===== src/rtl/pwt_pkg.sv =====
package pwt_pkg;
  localparam int VA_W           = 64;
  localparam int PG_SHIFT       = 12;
  localparam int VPN_W          = VA_W - PG_SHIFT;
  localparam int TBL_IDX_W      = 11;
  localparam int PT_IDX_W       = 8;
  localparam int ENT_BYTES_LOG2 = 3;
  localparam int N_TBL_KINDS    = 4;
  localparam int TYPE_LO        = 2;
  localparam int REAL_BIT       = 5;
  localparam int TINV_BIT       = 5;
  localparam int PINV_BIT       = 10;
  localparam int PRO_BIT        = 9;
  localparam int SEG_ORG_LO     = 11;

  typedef enum logic [2:0] {
    FLT_NONE  = 3'd0,
    FLT_TSPEC = 3'd1,
    FLT_SEGX  = 3'd2,
    FLT_PAGEX = 3'd3,
    FLT_PROT  = 3'd4,
    FLT_MODE  = 3'd5
  } fault_e;

  localparam logic [1:0] ACC_READ  = 2'd0;
  localparam logic [1:0] ACC_WRITE = 2'd1;
  localparam logic [1:0] ACC_FETCH = 2'd2;

  localparam logic [1:0] MODE_PRI  = 2'b00;
  localparam logic [1:0] MODE_SEC  = 2'b10;
  localparam logic [1:0] MODE_HOME = 2'b11;

  localparam logic [2:0] LVL_PAGE = 3'd4;
endpackage


===== src/rtl/pwt_space_sel.sv =====
module pwt_space_sel
  import pwt_pkg::*;
(
  input  logic [1:0]      mode,
  input  logic [1:0]      acc,
  input  logic [VA_W-1:0] cr_pri,
  input  logic [VA_W-1:0] cr_sec,
  input  logic [VA_W-1:0] cr_hom,
  output logic [VA_W-1:0] desig,
  output logic [1:0]      space_code,
  output logic            mode_bad
);
  always_comb begin
    desig      = cr_pri;
    space_code = 2'd1;
    mode_bad   = 1'b0;
    unique case (mode)
      MODE_PRI: ;
      MODE_SEC: begin
        if (acc != ACC_FETCH) begin
          desig      = cr_sec;
          space_code = 2'd2;
        end
      end
      MODE_HOME: begin
        desig      = cr_hom;
        space_code = 2'd3;
      end
      default: begin
        space_code = 2'd0;
        mode_bad   = 1'b1;
      end
    endcase
  end
endmodule


===== src/rtl/pwt_range_chk.sv =====
module pwt_range_chk
  import pwt_pkg::*;
(
  input  logic [1:0]       top_type,
  input  logic [VPN_W-1:0] vpn,
  output logic             in_range
);
  localparam int SEG_LO = PT_IDX_W + TBL_IDX_W;
  localparam int RT3_LO = PT_IDX_W + 2 * TBL_IDX_W;
  localparam int RT2_LO = PT_IDX_W + 3 * TBL_IDX_W;

  always_comb begin
    unique case (top_type)
      2'd3: in_range = 1'b1;
      2'd2: in_range = (vpn[VPN_W-1:RT2_LO] == '0);
      2'd1: in_range = (vpn[VPN_W-1:RT3_LO] == '0);
      default: in_range = (vpn[VPN_W-1:SEG_LO] == '0);
    endcase
  end
endmodule


===== src/rtl/pwt_index.sv =====
module pwt_index
  import pwt_pkg::*;
(
  input  logic [VPN_W-1:0] vpn,
  input  logic [2:0]       lvl,
  input  logic [VA_W-1:0]  origin,
  output logic [VA_W-1:0]  addr
);
  logic [VA_W-1:0] offs [N_TBL_KINDS+1];

  for (genvar k = 0; k < N_TBL_KINDS; k++) begin : g_tbl
    localparam int LO = PT_IDX_W + k * TBL_IDX_W;
    assign offs[k] = VA_W'({vpn[LO +: TBL_IDX_W], {ENT_BYTES_LOG2{1'b0}}});
  end
  assign offs[N_TBL_KINDS] = VA_W'({vpn[PT_IDX_W-1:0], {ENT_BYTES_LOG2{1'b0}}});

  always_comb begin
    if (lvl <= LVL_PAGE) addr = origin + offs[lvl];
    else                 addr = origin;
  end
endmodule


===== src/rtl/pwt_perm.sv =====
module pwt_perm
  import pwt_pkg::*;
(
  input  logic [1:0] mode,
  input  logic [1:0] acc,
  input  logic       ro,
  output logic [2:0] perm,
  output logic       prot_hit
);
  always_comb begin
    prot_hit = (acc == ACC_WRITE) && ro;
    perm     = {1'b1, ~ro, 1'b1};
    if (mode == MODE_SEC) begin
      if (acc == ACC_FETCH) perm = 3'b001;
      else                  perm[0] = 1'b0;
    end
  end
endmodule


===== src/rtl/pt_walker.sv =====
module pt_walker
  import pwt_pkg::*;
(
  input  logic            clk,
  input  logic            rst_n,
  input  logic            req_valid,
  output logic            req_ready,
  input  logic [63:0]     req_va,
  input  logic [1:0]      req_acc,
  input  logic [1:0]      req_mode,
  input  logic            req_xlate_en,
  output logic            busy,
  input  logic [63:0]     cr_primary,
  input  logic [63:0]     cr_secondary,
  input  logic [63:0]     cr_home,
  output logic            mem_rd_valid,
  input  logic            mem_rd_ready,
  output logic [63:0]     mem_rd_addr,
  input  logic            mem_rsp_valid,
  input  logic [63:0]     mem_rsp_data,
  output logic            rsp_valid,
  input  logic            rsp_ready,
  output logic [2:0]      rsp_fault,
  output logic [63:0]     rsp_real_addr,
  output logic            rsp_rd,
  output logic            rsp_wr,
  output logic            rsp_ex,
  output logic [63:0]     rsp_exc_word
);
  typedef enum logic [2:0] {S_IDLE, S_START, S_ISSUE, S_WAIT, S_RESP} st_e;

  st_e              st;
  logic [VPN_W-1:0] vpn_q;
  logic [1:0]       acc_q, mode_q;
  logic             en_q;
  logic [2:0]       lvl_q;
  logic [VA_W-1:0]  org_q;
  fault_e           flt_q;
  logic [VA_W-1:0]  ra_q, exc_q;
  logic [2:0]       perm_q;

  logic [VA_W-1:0]  va_pg, desig, exc_base;
  logic [1:0]       space_code;
  logic             mode_bad, rng_ok, ro_sel, prot_hit;
  logic [2:0]       perm;

  logic             fin, adv;
  fault_e           fin_flt;
  logic [VA_W-1:0]  fin_ra, fin_exc, nxt_org;
  logic [2:0]       fin_perm, nxt_lvl;

  assign va_pg    = {vpn_q, {PG_SHIFT{1'b0}}};
  assign exc_base = va_pg | VA_W'(space_code);
  assign ro_sel   = (st == S_WAIT) ? mem_rsp_data[PRO_BIT] : 1'b0;

  pwt_space_sel u_sel (
    .mode(mode_q), .acc(acc_q), .cr_pri(cr_primary), .cr_sec(cr_secondary),
    .cr_hom(cr_home), .desig(desig), .space_code(space_code), .mode_bad(mode_bad)
  );

  pwt_range_chk u_rng (
    .top_type(desig[TYPE_LO +: 2]), .vpn(vpn_q), .in_range(rng_ok)
  );

  pwt_index u_idx (
    .vpn(vpn_q), .lvl(lvl_q), .origin(org_q), .addr(mem_rd_addr)
  );

  pwt_perm u_perm (
    .mode(mode_q), .acc(acc_q), .ro(ro_sel), .perm(perm), .prot_hit(prot_hit)
  );

  // Decision logic for the start step and for each returned entry
  always_comb begin
    fin      = 1'b0;
    adv      = 1'b0;
    fin_flt  = FLT_NONE;
    fin_ra   = '0;
    fin_exc  = '0;
    fin_perm = '0;
    nxt_lvl  = lvl_q;
    nxt_org  = org_q;
    if (st == S_START) begin
      if (!en_q) begin
        fin      = 1'b1;
        fin_ra   = va_pg;
        fin_perm = 3'b111;
      end else if (mode_bad) begin
        fin     = 1'b1;
        fin_flt = FLT_MODE;
        fin_exc = va_pg;
      end else if (!rng_ok) begin
        fin     = 1'b1;
        fin_flt = FLT_TSPEC;
        fin_exc = exc_base;
      end else if (desig[REAL_BIT]) begin
        fin      = 1'b1;
        fin_ra   = va_pg;
        fin_perm = perm;
      end else begin
        adv     = 1'b1;
        nxt_lvl = {1'b0, desig[TYPE_LO +: 2]};
        nxt_org = {desig[VA_W-1:PG_SHIFT], {PG_SHIFT{1'b0}}};
      end
    end else if (st == S_WAIT && mem_rsp_valid) begin
      if (lvl_q != LVL_PAGE) begin
        if (mem_rsp_data[TINV_BIT]) begin
          fin     = 1'b1;
          fin_flt = FLT_SEGX;
          fin_exc = exc_base;
        end else if (mem_rsp_data[TYPE_LO +: 2] != lvl_q[1:0]) begin
          fin     = 1'b1;
          fin_flt = FLT_TSPEC;
          fin_exc = exc_base;
        end else if (lvl_q == 3'd0) begin
          adv     = 1'b1;
          nxt_lvl = LVL_PAGE;
          nxt_org = {mem_rsp_data[VA_W-1:SEG_ORG_LO], {SEG_ORG_LO{1'b0}}};
        end else begin
          adv     = 1'b1;
          nxt_lvl = lvl_q - 3'd1;
          nxt_org = {mem_rsp_data[VA_W-1:PG_SHIFT], {PG_SHIFT{1'b0}}};
        end
      end else if (mem_rsp_data[PINV_BIT]) begin
        fin     = 1'b1;
        fin_flt = FLT_PAGEX;
        fin_exc = exc_base;
      end else if (prot_hit) begin
        fin     = 1'b1;
        fin_flt = FLT_PROT;
        fin_exc = exc_base | VA_W'(4);
      end else begin
        fin      = 1'b1;
        fin_ra   = {mem_rsp_data[VA_W-1:PG_SHIFT], {PG_SHIFT{1'b0}}};
        fin_perm = perm;
      end
    end
  end

  always_ff @(posedge clk or negedge rst_n) begin
    if (!rst_n) begin
      st     <= S_IDLE;
      vpn_q  <= '0;
      acc_q  <= '0;
      mode_q <= '0;
      en_q   <= 1'b0;
      lvl_q  <= '0;
      org_q  <= '0;
      flt_q  <= FLT_NONE;
      ra_q   <= '0;
      exc_q  <= '0;
      perm_q <= '0;
    end else begin
      unique case (st)
        S_IDLE: begin
          if (req_valid) begin
            vpn_q  <= req_va[VA_W-1:PG_SHIFT];
            acc_q  <= req_acc;
            mode_q <= req_mode;
            en_q   <= req_xlate_en;
            st     <= S_START;
          end
        end
        S_START, S_WAIT: begin
          if (fin) begin
            flt_q  <= fin_flt;
            ra_q   <= fin_ra;
            exc_q  <= fin_exc;
            perm_q <= fin_perm;
            st     <= S_RESP;
          end else if (adv) begin
            lvl_q <= nxt_lvl;
            org_q <= nxt_org;
            st    <= S_ISSUE;
          end
        end
        S_ISSUE: if (mem_rd_ready) st <= S_WAIT;
        S_RESP:  if (rsp_ready) st <= S_IDLE;
        default: st <= S_IDLE;
      endcase
    end
  end

  assign req_ready     = (st == S_IDLE);
  assign busy          = (st != S_IDLE);
  assign mem_rd_valid  = (st == S_ISSUE);
  assign rsp_valid     = (st == S_RESP);
  assign rsp_fault     = flt_q;
  assign rsp_real_addr = ra_q;
  assign rsp_exc_word  = exc_q;
  assign {rsp_rd, rsp_wr, rsp_ex} = perm_q;
endmodule


===== config.mk =====
export PLATFORM = sky130hd
export DESIGN_NAME = pt_walker
export DESIGN_NICKNAME = d
export VERILOG_FILES = /design/src/rtl/pwt_pkg.sv /design/src/rtl/pwt_space_sel.sv /design/src/rtl/pwt_range_chk.sv /design/src/rtl/pwt_index.sv /design/src/rtl/pwt_perm.sv /design/src/rtl/pt_walker.sv
export SDC_FILE = /design/constraint.sdc
export NUM_CORES = 1
export LEC_CHECK = 0
export BUFFER_PORTS_ARGS = -buffer_cell sky130_fd_sc_hd__buf_4
export CORE_AREA = 2 2 208 210
export DETAILED_ROUTE_END_ITERATION = 8
export DIE_AREA = 0 0 210 212
export GPL_ROUTABILITY_DRIVEN = 0
export GPL_TIMING_DRIVEN = 0
export SYNTH_ARGS = -nofsm -noshare
export SYNTH_HDL_FRONTEND = slang
export SYNTH_SLANG_ARGS = --single-unit

===== constraint.sdc =====
create_clock -name clk -period 3.69 [get_ports clk]
set_input_delay 0.1845 -clock clk [delete_from_list [all_inputs] [get_ports clk]]
set_output_delay 0.1845 -clock clk [all_outputs]
set_load 0.01 [all_outputs]

==> results.md <==
- Based on the critical path, the design can be clocked at up to 0.255 GHz.
- For the pin with the worst max-slew slack, the measured transition is around 930 ps.
- The first-pass iteration count of the detailed router is 5.
- The global-route wire length before repair is around 84000 um.
- The completed layout was analyzed and its total power is between 10 and 15 mW.
- The cell total after placement is approximately 2300.
- Synthesis produced a netlist whose cell count is approximately 1300.
- Dividing total power by cell area gives a power density of 735 mW/mm2.
- The overall overflow remaining after global route is 0.
- The min-delay analysis places its worst path in the category in2reg.
- The worst setup path is captured at a primary output.
- Summed over all cells, the static leakage comes to 9.39 nW.
- The remaining antenna violation count after routing is 0.
- For the worst setup path, the data arrival time is around 3700 ps.
- The setup path with the least slack is of type reg2out.
- Dividing the detail-routed wire length by the instance count gives 24.0 um.
- The number of DRC violations after detailed-routing iteration 0 is 1008.
- Summing every instance area after synthesis gives 0.0127 mm2.
- The worst pin sits at a relative slew slack of 0.379.
- Setup violations remaining at the end of the flow were counted as 23.
- The count of state elements after synthesis is about 230.
- The final standard cell utilization of the core is 0.463.
- The max-capacitance violation count is 0.
- A synthesized cell averages 10.1 um2.
- The area fraction of the dominant cell type after synthesis is 0.450.
- The wire-length estimate of the detail-placed layout is 46500 um.
- The standard-cell row count is 76.
- The clock sink total is about 230.
- The tightest hold path in the finished design has a slack of 14.4 ps.
- The data required time at the worst endpoint is 3510 ps.
- The worst voltage drop across the vdd grid is 347 uV.
- The routed design has 59200 um of wire.
- During placement, the flow inserted port buffers numbering around 460.
- Of the cells placed in the final design, the portion with a size suffix greater than 1 is 0.398.
- The share of synthesized area occupied by flip-flops and latches is 0.450.
- In the synthesized netlist the dominant register cell turns out to be dfrtp_1.
- The final worst clock skew is 20.8 ps.
- The I/O pin total is 533.
- After synthesis, the cell types taking the most area are dfrtp_1 (45%), mux2_2 (9.3%), a221o_1 (4.2%).
- Clock-pin slew was measured on the worst setup and hold paths at around 60 ps.
- The final-report max-slew violation count is 0.
- The number of global-route vias before repair is 12981.
- The fraction of the cycle the final worst path needs is 1.06.
- The final-report hold violation count was 0.
- The floorplan step defined a die boundary enclosing 0.0445 mm2.
- The critical-path maximum fanout is 8.
- For this run, asynchronously set or reset flops after synthesis account for 1.00.
- The net count of the finished layout is approximately 2200.
- The via density per instance is roughly 5.3.
- The initial antenna violation count is 5.
- The pin count of the biggest net entering global routing is 111.
- The final setup slack of the worst path is -235 ps.
- Setup repair after global routing could not meet its margin everywhere.
- The type of element launching the critical path is a flop.
- The number of CTS-inserted buffers is 27.
- The die is 210 um wide.
- The initial core utilization is 0.299.
- The number of library cell types mapped by synthesis is 60.
- The routed design could run at a clock period as short as 3920 ps.
- The buffer depth of the longest clock path is 3.
- Of all cell types, the one taking the most synthesized area is dfrtp_1.
- The synthesized design contains 0 enable-type register cells.
- The area of the core is 0.0425 mm2.
- For this run, the number of standard cells in the final layout without fillers is 2467.
- The most frequently used cell type in the post-synthesis netlist is dfrtp_1.
- The worst-skew pair later-pin latency is 560 ps.
- By count the netlist is led by dfrtp_1 (229), mux2_2 (105), nor2_1 (102).
- TritonCTS built the clock tree.
- The flow ran to the end, but the final reports show violations.
- Yosys printed 0 warnings.
- The final reports fail on setup timing.
- In the global route stage, overall resource usage came out at 0.256.
- The depth of the CTS H-tree is 1.
- The final route contains 12991 vias.
- The overall die height is 212 um.
- The cell sitting at the root of the clock tree is a clkbuf_16.
- The layout overhead on the synthesized area is 54.7%.
- The number of remaining DRC errors is 0.
-- logic make-up (layout without fill, tap and decap cells) --
group | after synthesis | after routing | synth area share
compound gates | 335 | 335 | 0.205
buf+inv | 148 | 787 | 0.0532
simple gates | 353 | 353 | 0.135
xor+xnor | 53 | 53 | 0.0365
flops | 229 | 229 | 0.450
other cells | 1 | 29 | 0.000295
fa+ha+maj | 4 | 4 | 0.00452
mux | 131 | 131 | 0.115
-- registers in the layout, indices dropped and copies added (netlist names) --
name / count
rsp_exc_word: 55
org_q: 53
rsp_real_addr: 52
vpn_q: 52
lvl_q: 3
perm_q: 3
rsp_fault: 3
st: 3
acc_q: 2
mode_q: 2
en_q: 1
-- worst max-delay path, stage by stage, from the launching register on --
cell and delay (ps):
dfrtp_2 420, clkbuf_16 150, mux4_2 320, nor2b_4 190, ha_4 160, inv_2 40
fa_2 370, inv_2 80, a21oi_4 60, or3_4 350, or3_4 450, buf_4 180
nor3_4 110, xnor2_1 150, buf_4 150
-- through the flow --
step	TNS (ps)	worst slack, ps	cell area, um2
6_report	-2140	-235	19700
5_1_grt	-5980	-339	19700
4_1_cts	-2760	-241	19300
3_5_place_dp	-13050	-682	17000
3_3_place_gp	-12630	-686	17000
2_1_floorplan	0	238	12800
-- timing repair --
item	4_1_cts	5_1_grt
hold endpoints to repair	215	0
buffers inserted	19	13
pin swaps	20	34
endpoints found under the setup margin	50	71
resized for setup	50	61
hold buffers	95	0
-- metal layers --
layer,track usage,vias to the layer above,wire [um]
li1,-,5904,-
met1,0.340,6345,25100
met2,0.421,620,28100
met3,0.0459,114,4030
met4,0.0880,8,2010
met5,0,-,50
-- layout by cell type, fill, tap and decap left out, drive strengths merged, types with 5 or more instances in the layout --
cell type	instances
dlygate4sd3	95
nor2b	9
diode	5
dfrtp	229
o22ai	53
o22a	45
nor3b	5
a21oi	23
mux2i	24
conb	24
nand2	97
xnor2	32
nor4	6
inv	26
o221ai	8
nand4	7
a31oi	10
bufinv	6
and2	46
o31ai	40
nand3	20
and3	9
mux2	105
nor2	102
a221o	54
nand2b	7
buf	551
clkbuf	104
xor2	21
o21ai	23
nor3	28
a22o	54
or3	7
-- where the power goes --
group          internal (mW)  total [mW]  switching, mW
clock                   1.85        2.99           1.15
sequential              3.37        4.40           1.03
combinational           3.21        7.07           3.86
-- path summary, 6_finish.rpt --
check	from	end	slack, ps	cells after the start
max reg2reg	mode_q[1]	lvl_q[0]	230	10
min reg2reg	rsp_exc_word[1]	rsp_exc_word[1]	490	2
max in group asynchronous	rst_n	lvl_q[1]	2290	4
min	mem_rsp_data[43]	org_q[43]	10	3
min in group asynchronous	rst_n	rsp_exc_word[21]	80	2
max	lvl_q[1]	mem_rd_addr[43]	-230	14
-- layout make-up --
cell class / count / area, um2
Fill cell: 3955 / 22800
Timing Repair Buffer: 592 / 4780
Clock inverter: 13 / 228
Inverter: 24 / 90.1
Multi-Input combinational cell: 900 / 6770
Antenna cell: 5 / 12.5
Buffer: 122 / 631
Tap cell: 546 / 683
Sequential cell: 229 / 5730
Clock buffer: 36 / 749
No activity file was read; power rests on OpenSTA's default activity.
